--- config.mk ---
export PLATFORM = sky130hd
export DESIGN_NAME = twr_slave
export DESIGN_NICKNAME = d
export VERILOG_FILES = /design/src/rtl/twr_pkg.sv /design/src/rtl/twr_ctrl.sv /design/src/rtl/twr_datapath.sv /design/src/rtl/twr_slave.sv
export SDC_FILE = /design/constraint.sdc
export NUM_CORES = 1
export LEC_CHECK = 0
export ABC_AREA = 1
export BUFFER_PORTS_ARGS = -buffer_cell sky130_fd_sc_hd__buf_2
export CAP_MARGIN = 20
export CORE_MARGIN = 2
export CORE_UTILIZATION = 60
export DETAILED_ROUTE_END_ITERATION = 8
export PLACE_DENSITY = 0.85
export SKIP_CTS_REPAIR_TIMING = 1
export SYNTH_ARGS = -nofsm -noshare
export SYNTH_HDL_FRONTEND = slang
export SYNTH_SLANG_ARGS = --single-unit
--- constraint.sdc ---
create_clock -name clk -period 5.3 [get_ports clk]
set_input_delay 0.265 -clock clk [delete_from_list [all_inputs] [get_ports clk]]
set_output_delay 0.265 -clock clk [all_outputs]
set_load 0.01 [all_outputs]
--- src/rtl/twr_pkg.sv ---
package twr_pkg;

  localparam int REG_W  = 16;
  localparam int BYTE_W = 8;

  typedef enum logic [2:0] {
    ST_IDLE,
    ST_ADDR,
    ST_ADDR_ACK,
    ST_WDATA,
    ST_WACK,
    ST_RDATA,
    ST_RACK,
    ST_HOLD
  } busState_t;

  // strobes sent from the bus controller to the datapath
  typedef struct packed {
    logic shiftIn;   // capture one received bit
    logic ptrClr;    // START or STOP seen: clear byte pointer
    logic ptrLoad;   // address accepted: pointer to burst start
    logic wrByte;    // received byte complete: store it
    logic loadTx;    // fetch next byte for transmission
    logic shiftTx;   // advance transmit shifter by one bit
  } dpStrobe_t;

  function automatic logic [REG_W-1:0] resetValue(input int idx, input logic [REG_W-1:0] seed);
    return seed ^ REG_W'(idx * 'h0111);
  endfunction

endpackage

--- src/rtl/twr_ctrl.sv ---
module twr_ctrl
  import twr_pkg::*;
#(
  parameter logic [6:0] DEV_ADDR = 7'h3A
) (
  input  logic                  clk,
  input  logic                  rstN,
  input  logic                  sclIn,
  input  logic                  sdaIn,
  input  logic [BYTE_W-1:0]     rxByte,
  input  logic                  txMsb,
  output dpStrobe_t             stb,
  output logic                  sdaBit,
  output logic                  sdaOe
);

  logic [1:0] sclSync, sdaSync;
  logic       sclPrev, sdaPrev;
  logic       sclS, sdaS;
  logic       sclRise, sclFall, startDet, stopDet;

  busState_t  state, stateNxt;
  logic [3:0] bitCnt, bitNxt;
  logic       isRead, readNxt;
  logic       hostAck, ackNxt;

  // two-flop synchronisers, idle bus level is high
  always_ff @(posedge clk or negedge rstN) begin
    if (!rstN) begin
      sclSync <= 2'b11;
      sdaSync <= 2'b11;
      sclPrev <= 1'b1;
      sdaPrev <= 1'b1;
    end else begin
      sclSync <= {sclSync[0], sclIn};
      sdaSync <= {sdaSync[0], sdaIn};
      sclPrev <= sclSync[1];
      sdaPrev <= sdaSync[1];
    end
  end

  assign sclS     = sclSync[1];
  assign sdaS     = sdaSync[1];
  assign sclRise  = sclS & ~sclPrev;
  assign sclFall  = ~sclS & sclPrev;
  assign startDet = sclS & sclPrev & sdaPrev & ~sdaS;
  assign stopDet  = sclS & sclPrev & ~sdaPrev & sdaS;
  assign sdaBit   = sdaS;

  always_comb begin
    stateNxt = state;
    bitNxt   = bitCnt;
    readNxt  = isRead;
    ackNxt   = hostAck;
    stb      = '0;
    if (startDet) begin
      stb.ptrClr = 1'b1;
      stateNxt   = ST_ADDR;
      bitNxt     = '0;
    end else if (stopDet) begin
      stb.ptrClr = 1'b1;
      stateNxt   = ST_IDLE;
    end else begin
      unique case (state)
        ST_ADDR, ST_WDATA: begin
          if (sclRise) begin
            stb.shiftIn = 1'b1;
            bitNxt      = bitCnt + 4'd1;
          end else if (sclFall && bitCnt == 4'd8) begin
            if (state == ST_WDATA) begin
              stb.wrByte = 1'b1;
              stateNxt   = ST_WACK;
            end else if (rxByte[BYTE_W-1:1] == DEV_ADDR) begin
              stb.ptrLoad = 1'b1;
              readNxt     = rxByte[0];
              stateNxt    = ST_ADDR_ACK;
            end else begin
              stateNxt = ST_HOLD;
            end
          end
        end
        ST_ADDR_ACK: begin
          if (sclFall) begin
            bitNxt = '0;
            if (isRead) begin
              stb.loadTx = 1'b1;
              stateNxt   = ST_RDATA;
            end else begin
              stateNxt = ST_WDATA;
            end
          end
        end
        ST_WACK: begin
          if (sclFall) begin
            bitNxt   = '0;
            stateNxt = ST_WDATA;
          end
        end
        ST_RDATA: begin
          if (sclFall) begin
            bitNxt = bitCnt + 4'd1;
            if (bitCnt == 4'd7) stateNxt = ST_RACK;
            else                stb.shiftTx = 1'b1;
          end
        end
        ST_RACK: begin
          if (sclRise) begin
            ackNxt = ~sdaS;
          end else if (sclFall) begin
            if (hostAck) begin
              stb.loadTx = 1'b1;
              bitNxt     = '0;
              stateNxt   = ST_RDATA;
            end else begin
              stateNxt = ST_HOLD;
            end
          end
        end
        default: ;
      endcase
    end
  end

  always_ff @(posedge clk or negedge rstN) begin
    if (!rstN) begin
      state   <= ST_IDLE;
      bitCnt  <= '0;
      isRead  <= 1'b0;
      hostAck <= 1'b0;
    end else begin
      state   <= stateNxt;
      bitCnt  <= bitNxt;
      isRead  <= readNxt;
      hostAck <= ackNxt;
    end
  end

  assign sdaOe = (state == ST_ADDR_ACK) || (state == ST_WACK) ||
                 ((state == ST_RDATA) && !txMsb);

endmodule

--- src/rtl/twr_datapath.sv ---
module twr_datapath
  import twr_pkg::*;
#(
  parameter int               REG_COUNT = 16,
  parameter int               WR_START  = 2,
  parameter int               RD_START  = 10,
  parameter logic [REG_W-1:0] DEF_SEED  = 16'hC35A
) (
  input  logic                       clk,
  input  logic                       rstN,
  input  logic                       sdaBit,
  input  dpStrobe_t                  stb,
  output logic [BYTE_W-1:0]          rxByte,
  output logic                       txMsb,
  output logic [REG_COUNT*REG_W-1:0] regFlat
);

  localparam int BYTE_CNT = REG_COUNT * 2;
  localparam int PTR_W    = $clog2(BYTE_CNT);
  localparam int IDX_W    = PTR_W - 1;
  localparam logic [PTR_W-1:0] WR_PTR   = PTR_W'(WR_START * 2);
  localparam logic [PTR_W-1:0] RD_PTR   = PTR_W'(RD_START * 2);
  localparam logic [PTR_W-1:0] LAST_PTR = PTR_W'(BYTE_CNT - 1);

  logic [BYTE_W-1:0] rxShift, txShift, hiHold;
  logic [PTR_W-1:0]  bytePtr, ptrNext;
  logic [IDX_W-1:0]  regIdx;
  logic [REG_W-1:0]  bank [REG_COUNT];
  logic [REG_W-1:0]  curReg;

  assign regIdx  = bytePtr[PTR_W-1:1];
  assign ptrNext = (bytePtr == LAST_PTR) ? '0 : bytePtr + 1'b1;
  assign curReg  = bank[regIdx];
  assign rxByte  = rxShift;
  assign txMsb   = txShift[BYTE_W-1];

  always_ff @(posedge clk or negedge rstN) begin
    if (!rstN) begin
      rxShift <= '0;
      txShift <= '1;
      hiHold  <= '0;
      bytePtr <= '0;
    end else begin
      if (stb.shiftIn) rxShift <= {rxShift[BYTE_W-2:0], sdaBit};

      if (stb.ptrClr)                   bytePtr <= '0;
      else if (stb.ptrLoad)             bytePtr <= rxShift[0] ? RD_PTR : WR_PTR;
      else if (stb.wrByte | stb.loadTx) bytePtr <= ptrNext;

      if (stb.wrByte && !bytePtr[0]) hiHold <= rxShift;

      if (stb.loadTx)       txShift <= bytePtr[0] ? curReg[BYTE_W-1:0] : curReg[REG_W-1:BYTE_W];
      else if (stb.shiftTx) txShift <= {txShift[BYTE_W-2:0], 1'b1};
    end
  end

  // one storage word per register, committed on its lower byte only
  for (genvar g = 0; g < REG_COUNT; g++) begin : g_reg
    logic commit;
    assign commit = stb.wrByte && bytePtr[0] && (regIdx == IDX_W'(g));
    always_ff @(posedge clk or negedge rstN) begin
      if (!rstN)       bank[g] <= resetValue(g, DEF_SEED);
      else if (commit) bank[g] <= {hiHold, rxShift};
    end
    assign regFlat[g*REG_W +: REG_W] = bank[g];
  end

endmodule

--- src/rtl/twr_slave.sv ---
module twr_slave
  import twr_pkg::*;
#(
  parameter int               REG_COUNT = 16,
  parameter logic [6:0]       DEV_ADDR  = 7'h3A,
  parameter int               WR_START  = 2,
  parameter int               RD_START  = 10,
  parameter logic [REG_W-1:0] DEF_SEED  = 16'hC35A
) (
  input  logic                       clk,
  input  logic                       rstN,
  input  logic                       sclIn,
  input  logic                       sdaIn,
  output logic                       sdaOe,
  output logic [REG_COUNT*REG_W-1:0] regFlat
);

  dpStrobe_t         stb;
  logic [BYTE_W-1:0] rxByte;
  logic              txMsb;
  logic              sdaBit;

  twr_ctrl #(
    .DEV_ADDR (DEV_ADDR)
  ) i_ctrl (
    .clk    (clk),
    .rstN   (rstN),
    .sclIn  (sclIn),
    .sdaIn  (sdaIn),
    .rxByte (rxByte),
    .txMsb  (txMsb),
    .stb    (stb),
    .sdaBit (sdaBit),
    .sdaOe  (sdaOe)
  );

  twr_datapath #(
    .REG_COUNT (REG_COUNT),
    .WR_START  (WR_START),
    .RD_START  (RD_START),
    .DEF_SEED  (DEF_SEED)
  ) i_dp (
    .clk     (clk),
    .rstN    (rstN),
    .sdaBit  (sdaBit),
    .stb     (stb),
    .rxByte  (rxByte),
    .txMsb   (txMsb),
    .regFlat (regFlat)
  );

endmodule

==> flow_metrics.env, run 1 <==
export IMPL_status="finished clean"
export IMPL_vias=13700
export IMPL_track_usage=0.392
export IMPL_p_switching_mw=1.79
export IMPL_drc=0
export IMPL_synth_area_um2=14700
export IMPL_routabilityCongestion=0.961
export IMPL_rsz0062_at_grt="false"
export IMPL_yosysTopAreaCellShare=0.270
export IMPL_wl_um=50700
export IMPL_relSlewSlack=0.264
export IMPL_clock_sinks=300
export IMPL_die_width_um=160
export IMPL_hp_class="in -> async"
export IMPL_p_leak_nw=9.36
export IMPL_power_internal_mw=3.92
export IMPL_worstPathRequired_ps=5760
export IMPL_cts_tree="built"
export IMPL_period_needed_ps=3670
export IMPL_combPwrFrac=0.153
export IMPL_fp_row_count=57
export IMPL_max_freq_mhz=273
export IMPL_root_buffer="clkbuf_16"
export IMPL_clock_skew_ps=13.5
export IMPL_syn_inst=1792
export IMPL_grt_max_degree=120
export IMPL_end_kind="register"
export IMPL_wl_per_cell_um=21.6
export IMPL_crit_type="reg -> reg"
export IMPL_synth_top_area_cell="dfrtp_1"
export IMPL_grt_pass1_vias=13000
export IMPL_drtPass1Iterations=6
export IMPL_power_density_nw_per_um2=336
export IMPL_drtIter0Drc=1736
export IMPL_crit_arrival_ps=4120
export IMPL_crit_slowest_cell="dfrtp_1"
export IMPL_synth_area_leaders="dfrtp_1 (27%), dfstp_2 (25%), nand2_1 (20%)"
export IMPL_drive_above_1_share=0.259
export IMPL_worst_slack_ps=1630
export IMPL_synth_edf_count=0
export IMPL_synthArstFlopShare=1.00
export IMPL_tightest_slew_ps=1100
export IMPL_p_seq_frac=0.453
export IMPL_fp_dieH_um=160
export IMPL_hold_viol=0
export IMPL_worst_setup_path_start_kind="register"
export IMPL_synthesis_nets=1800
export IMPL_clk_path_buf_depth=3
export IMPL_drv_cap=0
export IMPL_clkTransAtPathRegs_ps=70
export IMPL_critical_path_max_fanout=32
export IMPL_hold_slack_ps=340
export IMPL_io_pins=261
export IMPL_ys_warn_count=0
export IMPL_setup_violations=0
export IMPL_fin_setup_tns_ps=0
export IMPL_area_growth_pct=16.0
export IMPL_crit_path_cell_trace="buf_4 > nor2_1 > buf_4 > nand3_1 > o21ai_0"
export IMPL_synthFlopType="dfrtp_1"
export IMPL_power_switching_share=0.313
export IMPL_clock_power_share=0.394
export IMPL_start_util=0.606
export IMPL_synth_distinct_cells=33
export IMPL_dpl_worst_slack_ps=1840
export IMPL_cpPeakStageDelay_ps=790
export IMPL_yosysSeqAreaShare=0.524
export IMPL_drv_slew=0
export IMPL_gr_total_overflow=0
export IMPL_fin_nets=2008
export IMPL_cts_buffers=31
export IMPL_htreeDepth=1
export IMPL_insertion_delay_ps=570
export IMPL_avgSynthCellArea_um2=8.18
export IMPL_grt_pass1_wl_um=76800
export IMPL_min_period_over_period=0.692
export IMPL_core_um2=24200
export IMPL_ant_nets=0
export IMPL_io_buffers=260
export IMPL_final_core_util=0.704
export IMPL_ys_ff_latch=300
export IMPL_ir_worst_vdd_uv=284
export IMPL_crit_path_frequent_cell="buf_4"
export IMPL_die_area_um2=25700
export IMPL_antenna_found_initial=0
export IMPL_vias_per_cell=5.84
export IMPL_hpwlAfterDp_um=35200
[cells by family after synthesis]
| kind of cell | count (synthesis) | share of synthesized area |
|---|---|---|
| muxes | 58 | 0.0396 |
| and+or+nand+nor | 928 | 0.257 |
| adders and majority gates | 4 | 0.00341 |
| AOI/OAI and AO/OA | 277 | 0.102 |
| xor gates and xnor gates | 2 | 0.00119 |
| buffers and inverters | 223 | 0.0720 |
| DFF | 300 | 0.524 |
[layer usage]
layer  GRT usage  wire length (um)
met4       0.213              3240
met1       0.520             19300
met2       0.609             22900
met3      0.0832              5280
met5           0                 0
[layout make-up]
| type | instances | area, um^2 |
|---|---|---|
| Clock inverter | 13 | 149 |
| Sequential cell | 300 | 7690 |
| Clock buffer | 45 | 908 |
| Antenna cell | 2 | 5.00 |
| Tap cell | 324 | 405 |
| Timing Repair Buffer | 278 | 1470 |
| Fill cell | 1898 | 7170 |
| Inverter | 120 | 455 |
| Multi-Input combinational cell | 1269 | 5930 |
[through the flow]
step | power, mW | instance area, um^2 | cells
after global placement | 3.45 | 15900 | 2287
after CTS | 5.68 | 17000 | 2345
after detailed placement | 3.46 | 15900 | 2287
final | 5.71 | 17000 | 2351
after global routing | 5.90 | 17000 | 2349
after floorplan | 3.09 | 14700 | 1792
[flip-flops by register name, summed over array words and instances (netlist names)]
| signal | flops |
|---|---|
| i_dp.txShift | 8 |
| i_ctrl.bitCnt | 4 |
| i_ctrl.state | 3 |
| i_ctrl.isRead | 1 |
| i_dp.regFlat | 256 |
| i_dp.hiHold | 8 |
| i_ctrl.sdaSync | 2 |
| i_ctrl.sdaPrev | 1 |
| i_ctrl.sclPrev | 1 |
| i_dp.bytePtr | 5 |
| i_ctrl.hostAck | 1 |
| i_ctrl.sclSync | 2 |
| i_dp.rxByte | 8 |
[path summary, 6_finish.rpt]
path	startpoint	to	slack, ps	cells past startpoint
hold / removal	rstN	i_dp.regFlat[205]	340	2
min in group clk	sdaIn	i_ctrl.sdaSync[0]	340	2
setup / recovery	i_dp.bytePtr[2]	i_dp.regFlat[151]	1630	5
setup reg to reg	i_dp.bytePtr[2]	i_dp.regFlat[151]	1630	5
max in group asynchronous	rstN	i_dp.regFlat[121]	3540	3
hold reg to reg	i_ctrl.sclSync[0]	i_ctrl.sclSync[1]	360	0
[cell usage in the layout (no fill, tap or decap), types with 4 or more instances in the layout]
cell and n:
dfstp_2 142, dfrtp_1 157, nand2_1 779, o21ai_0 85
clkbuf_16 31, mux2i_1 58, buf_2 259, clkbuf_8 8
a21oi_1 28, clkbuf_1 6, inv_1 112, clkinv_2 7
nor2_1 68, buf_4 13, o21ai_2 28, nand3_1 53
nand3_4 10, ha_1 4, o21ai_1 132, nand4_1 6
[synth_stat cells, types with 5 or more instances]
cell type	instances
nand3_4	10
buf_2	17
nor2_1	70
nand4_1	6
inv_1	112
mux2i_1	58
buf_1	5
o21ai_1	132
nand3_1	53
o21ai_0	85
a21oi_1	28
o21ai_2	28
nand2_1	779
dfstp_2	142
clkbuf_1	56
dfrtp_1	158
buf_6	23
[power groups by stage]
stage / combinational, mW / sequential (mW) / clock, mW
2_1_floorplan: 0.578 / 2.51 / 0
3_3_place_gp: 0.837 / 2.61 / 0
3_5_place_dp: 0.840 / 2.62 / 0
4_1_cts: 0.847 / 2.58 / 2.26
5_1_grt: 0.942 / 2.60 / 2.36
6_report: 0.871 / 2.59 / 2.25
[critical path, delay by kind of cell (launching register included)]
family	cells	cell delay, ps
flip-flops	1	790
AO/OA/AOI/OAI	1	530
buffers and inverters	2	750
AND/OR/NAND/NOR	2	1480
(Power assumes the default switching activity.)
==> run 2, diff against run 1 <==
--- a/config.mk
+++ b/config.mk
@@ -9,9 +9,9 @@
 export BUFFER_PORTS_ARGS = -buffer_cell sky130_fd_sc_hd__buf_2
 export CAP_MARGIN = 20
 export CORE_MARGIN = 2
-export CORE_UTILIZATION = 60
+export CORE_UTILIZATION = 51
 export DETAILED_ROUTE_END_ITERATION = 8
-export PLACE_DENSITY = 0.85
+export PLACE_DENSITY = 0.77
 export SKIP_CTS_REPAIR_TIMING = 1
 export SYNTH_ARGS = -nofsm -noshare
 export SYNTH_HDL_FRONTEND = slang
==> constraint.sdc (replaced) <==
create_clock -name clk -period 3.3 [get_ports clk]
set_input_delay 0.165 -clock clk [delete_from_list [all_inputs] [get_ports clk]]
set_output_delay 0.165 -clock clk [all_outputs]
set_load 0.01 [all_outputs]
==> run 2 against run 1 <==
Net effect: global-route usage is 4.6 points lower; final cell count is 3.1% higher; largest cell class unchanged; routed wire length is 3.8% higher; setup slack got worse by 980 ps; hold slack got worse by 160 ps; clock power up 65%; register-to-register slack worse by 980 ps; highest routed layer unchanged; critical endpoint is now i_dp.regFlat[214].
==> flow_metrics.env, run 2 (synthesis results as in run 1) <==
export IMPL_status="finished clean"
export IMPL_p_leak_nw=9.44
export IMPL_cts_buffers=31
export IMPL_worstSetupPathDepth=10
export IMPL_crit_path_cell_trace="nand2_1 > inv_1 > nand3_1 > nor2_8 > inv_4 > nor2_4 > buf_4 > nand3_4 > nand2_1 > o21ai_2"
export IMPL_grt_pass1_wl_um=78900
export IMPL_final_area_um2=17200
export IMPL_gr_total_overflow=0
export IMPL_r2r_end="i_dp.regFlat[214]"
export IMPL_worst_slack_ps=657
export IMPL_layout_cells_most_common_list="nand2_1 (779), buf_2 (259), dfrtp_1 (157)"
export IMPL_track_usage=0.346
export IMPL_setup_violations=0
export IMPL_fin_cells=2424
export IMPL_cts_tree="built"
export IMPL_grt_pass1_vias=12800
export IMPL_p_total_mw=9.40
export IMPL_die_width_um=174
export IMPL_fin_setup_tns_ps=0
export IMPL_fp_dieH_um=174
export IMPL_critical_path_endpoint="i_dp.regFlat[214]"
export IMPL_hp_class="in -> async"
export IMPL_critical_path_top_delay_family="simple AND/OR/NAND/NOR gates"
export IMPL_hpwlAfterDp_um=37000
export IMPL_routabilityCongestion=1.00
export IMPL_fp_row_count=62
export IMPL_io_buffers=260
export IMPL_drv_cap=0
export IMPL_drive_above_1_share=0.265
export IMPL_htreeDepth=1
export IMPL_ant_nets=0
export IMPL_final_core_util=0.605
export IMPL_area_growth_pct=17.5
export IMPL_power_density_nw_per_um2=545
export IMPL_dp_cells=2363
export IMPL_rsz0062_at_grt="false"
export IMPL_dpl_worst_slack_ps=678
export IMPL_antenna_found_initial=0
export IMPL_post_dp_cell_area_um2=16100
export IMPL_drtPass1Iterations=5
export IMPL_largest_reg_flops=256
export IMPL_final_common_cell="nand2_1"
export IMPL_wl_um=52600
export IMPL_hold_slack_ps=183
export IMPL_die_area_um2=30100
export IMPL_clock_sinks=300
export IMPL_end_kind="register"
export IMPL_crit_type="reg -> reg"
export IMPL_critical_path_max_fanout=32
export IMPL_min_period_over_period=0.801
export IMPL_insertion_delay_ps=580
export IMPL_hold_viol=0
export IMPL_grt_max_degree=109
export IMPL_wl_per_cell_um=21.7
export IMPL_root_buffer="clkbuf_16"
export IMPL_io_pins=261
export IMPL_vias=13700
export IMPL_core_um2=28500
export IMPL_drtIter0Drc=1756
export IMPL_start_util=0.515
export IMPL_drc=0
export IMPL_worst_setup_path_start_kind="register"
export IMPL_period_needed_ps=2640
export IMPL_max_freq_mhz=378
export IMPL_worstRegToRegCells=10
export IMPL_clkTransAtPathRegs_ps=60
export IMPL_relSlewSlack=0.289
export IMPL_fin_nets=2023
export IMPL_crit_arrival_ps=3070
export IMPL_worstSetupStartpoint="i_ctrl.sclPrev"
export IMPL_rrSetupSlack_ps=660
export IMPL_clock_skew_ps=15.1
export IMPL_worstPathRequired_ps=3720
export IMPL_diodes=0
export IMPL_clk_path_buf_depth=3
export IMPL_fillCellCount=2562
export IMPL_tightest_slew_ps=1070
export IMPL_cpPeakStageDelay_ps=540
export IMPL_vias_per_cell=5.63
export IMPL_crit_slowest_cell="dfstp_2"
export IMPL_worstReg2RegStart="i_ctrl.sclPrev"
export IMPL_crit_path_frequent_cell="nand2_1"
export IMPL_path_buf_inv=3
export IMPL_drv_slew=0
export IMPL_ir_worst_vdd_uv=417
-- run 2: power by group --
| part | leakage [nW] | switching [mW] | internal, mW |
|---|---|---|---|
| Combinational | 5.26 | 1.21 | 0.338 |
| Sequential | 3.66 | 0.256 | 3.87 |
| Clock | 0.523 | 1.52 | 2.20 |
| Total | 9.44 | 2.99 | 6.41 |
-- run 2: how the worst min path moves through the flow --
stage               start               end  slack, ps  depth (start not counted)
global placement     rstN  i_dp.regFlat[42]        220                          1
floorplan            rstN  i_ctrl.bitCnt[0]       -130                          0
detailed placement   rstN  i_dp.regFlat[42]        230                          1
finish               rstN  i_dp.regFlat[58]        180                          2
CTS                  rstN  i_dp.regFlat[41]       -360                          1
global route         rstN  i_dp.regFlat[58]        240                          2
-- run 2: cell type report --
type	instances	area, um^2	share of cell area
sequential	300	7690	0.446
multi-input combinational	1269	5930	0.344
timing repair buffer	293	1590	0.0924
clock buffer	44	895	0.0519
tap	384	480	0.0279
inverter	120	455	0.0264
clock inverter	14	190	0.0110
-- run 2: worst reg2reg max path: stages, from the launching register on --
cell and delay [ps]:
dfstp_2 540, nand2_1 80, inv_1 90, nand3_1 190
nor2_8 250, inv_4 50, nor2_4 400, buf_4 270
nand3_4 340, nand2_1 220, o21ai_2 70
-- run 2: per-layer routing --
layer,part of all wire,wire [um],track usage
met4,0.052,2740,0.160
met3,0.11,5980,0.0871
met1,0.41,21400,0.488
met5,0,0,0
met2,0.43,22500,0.504
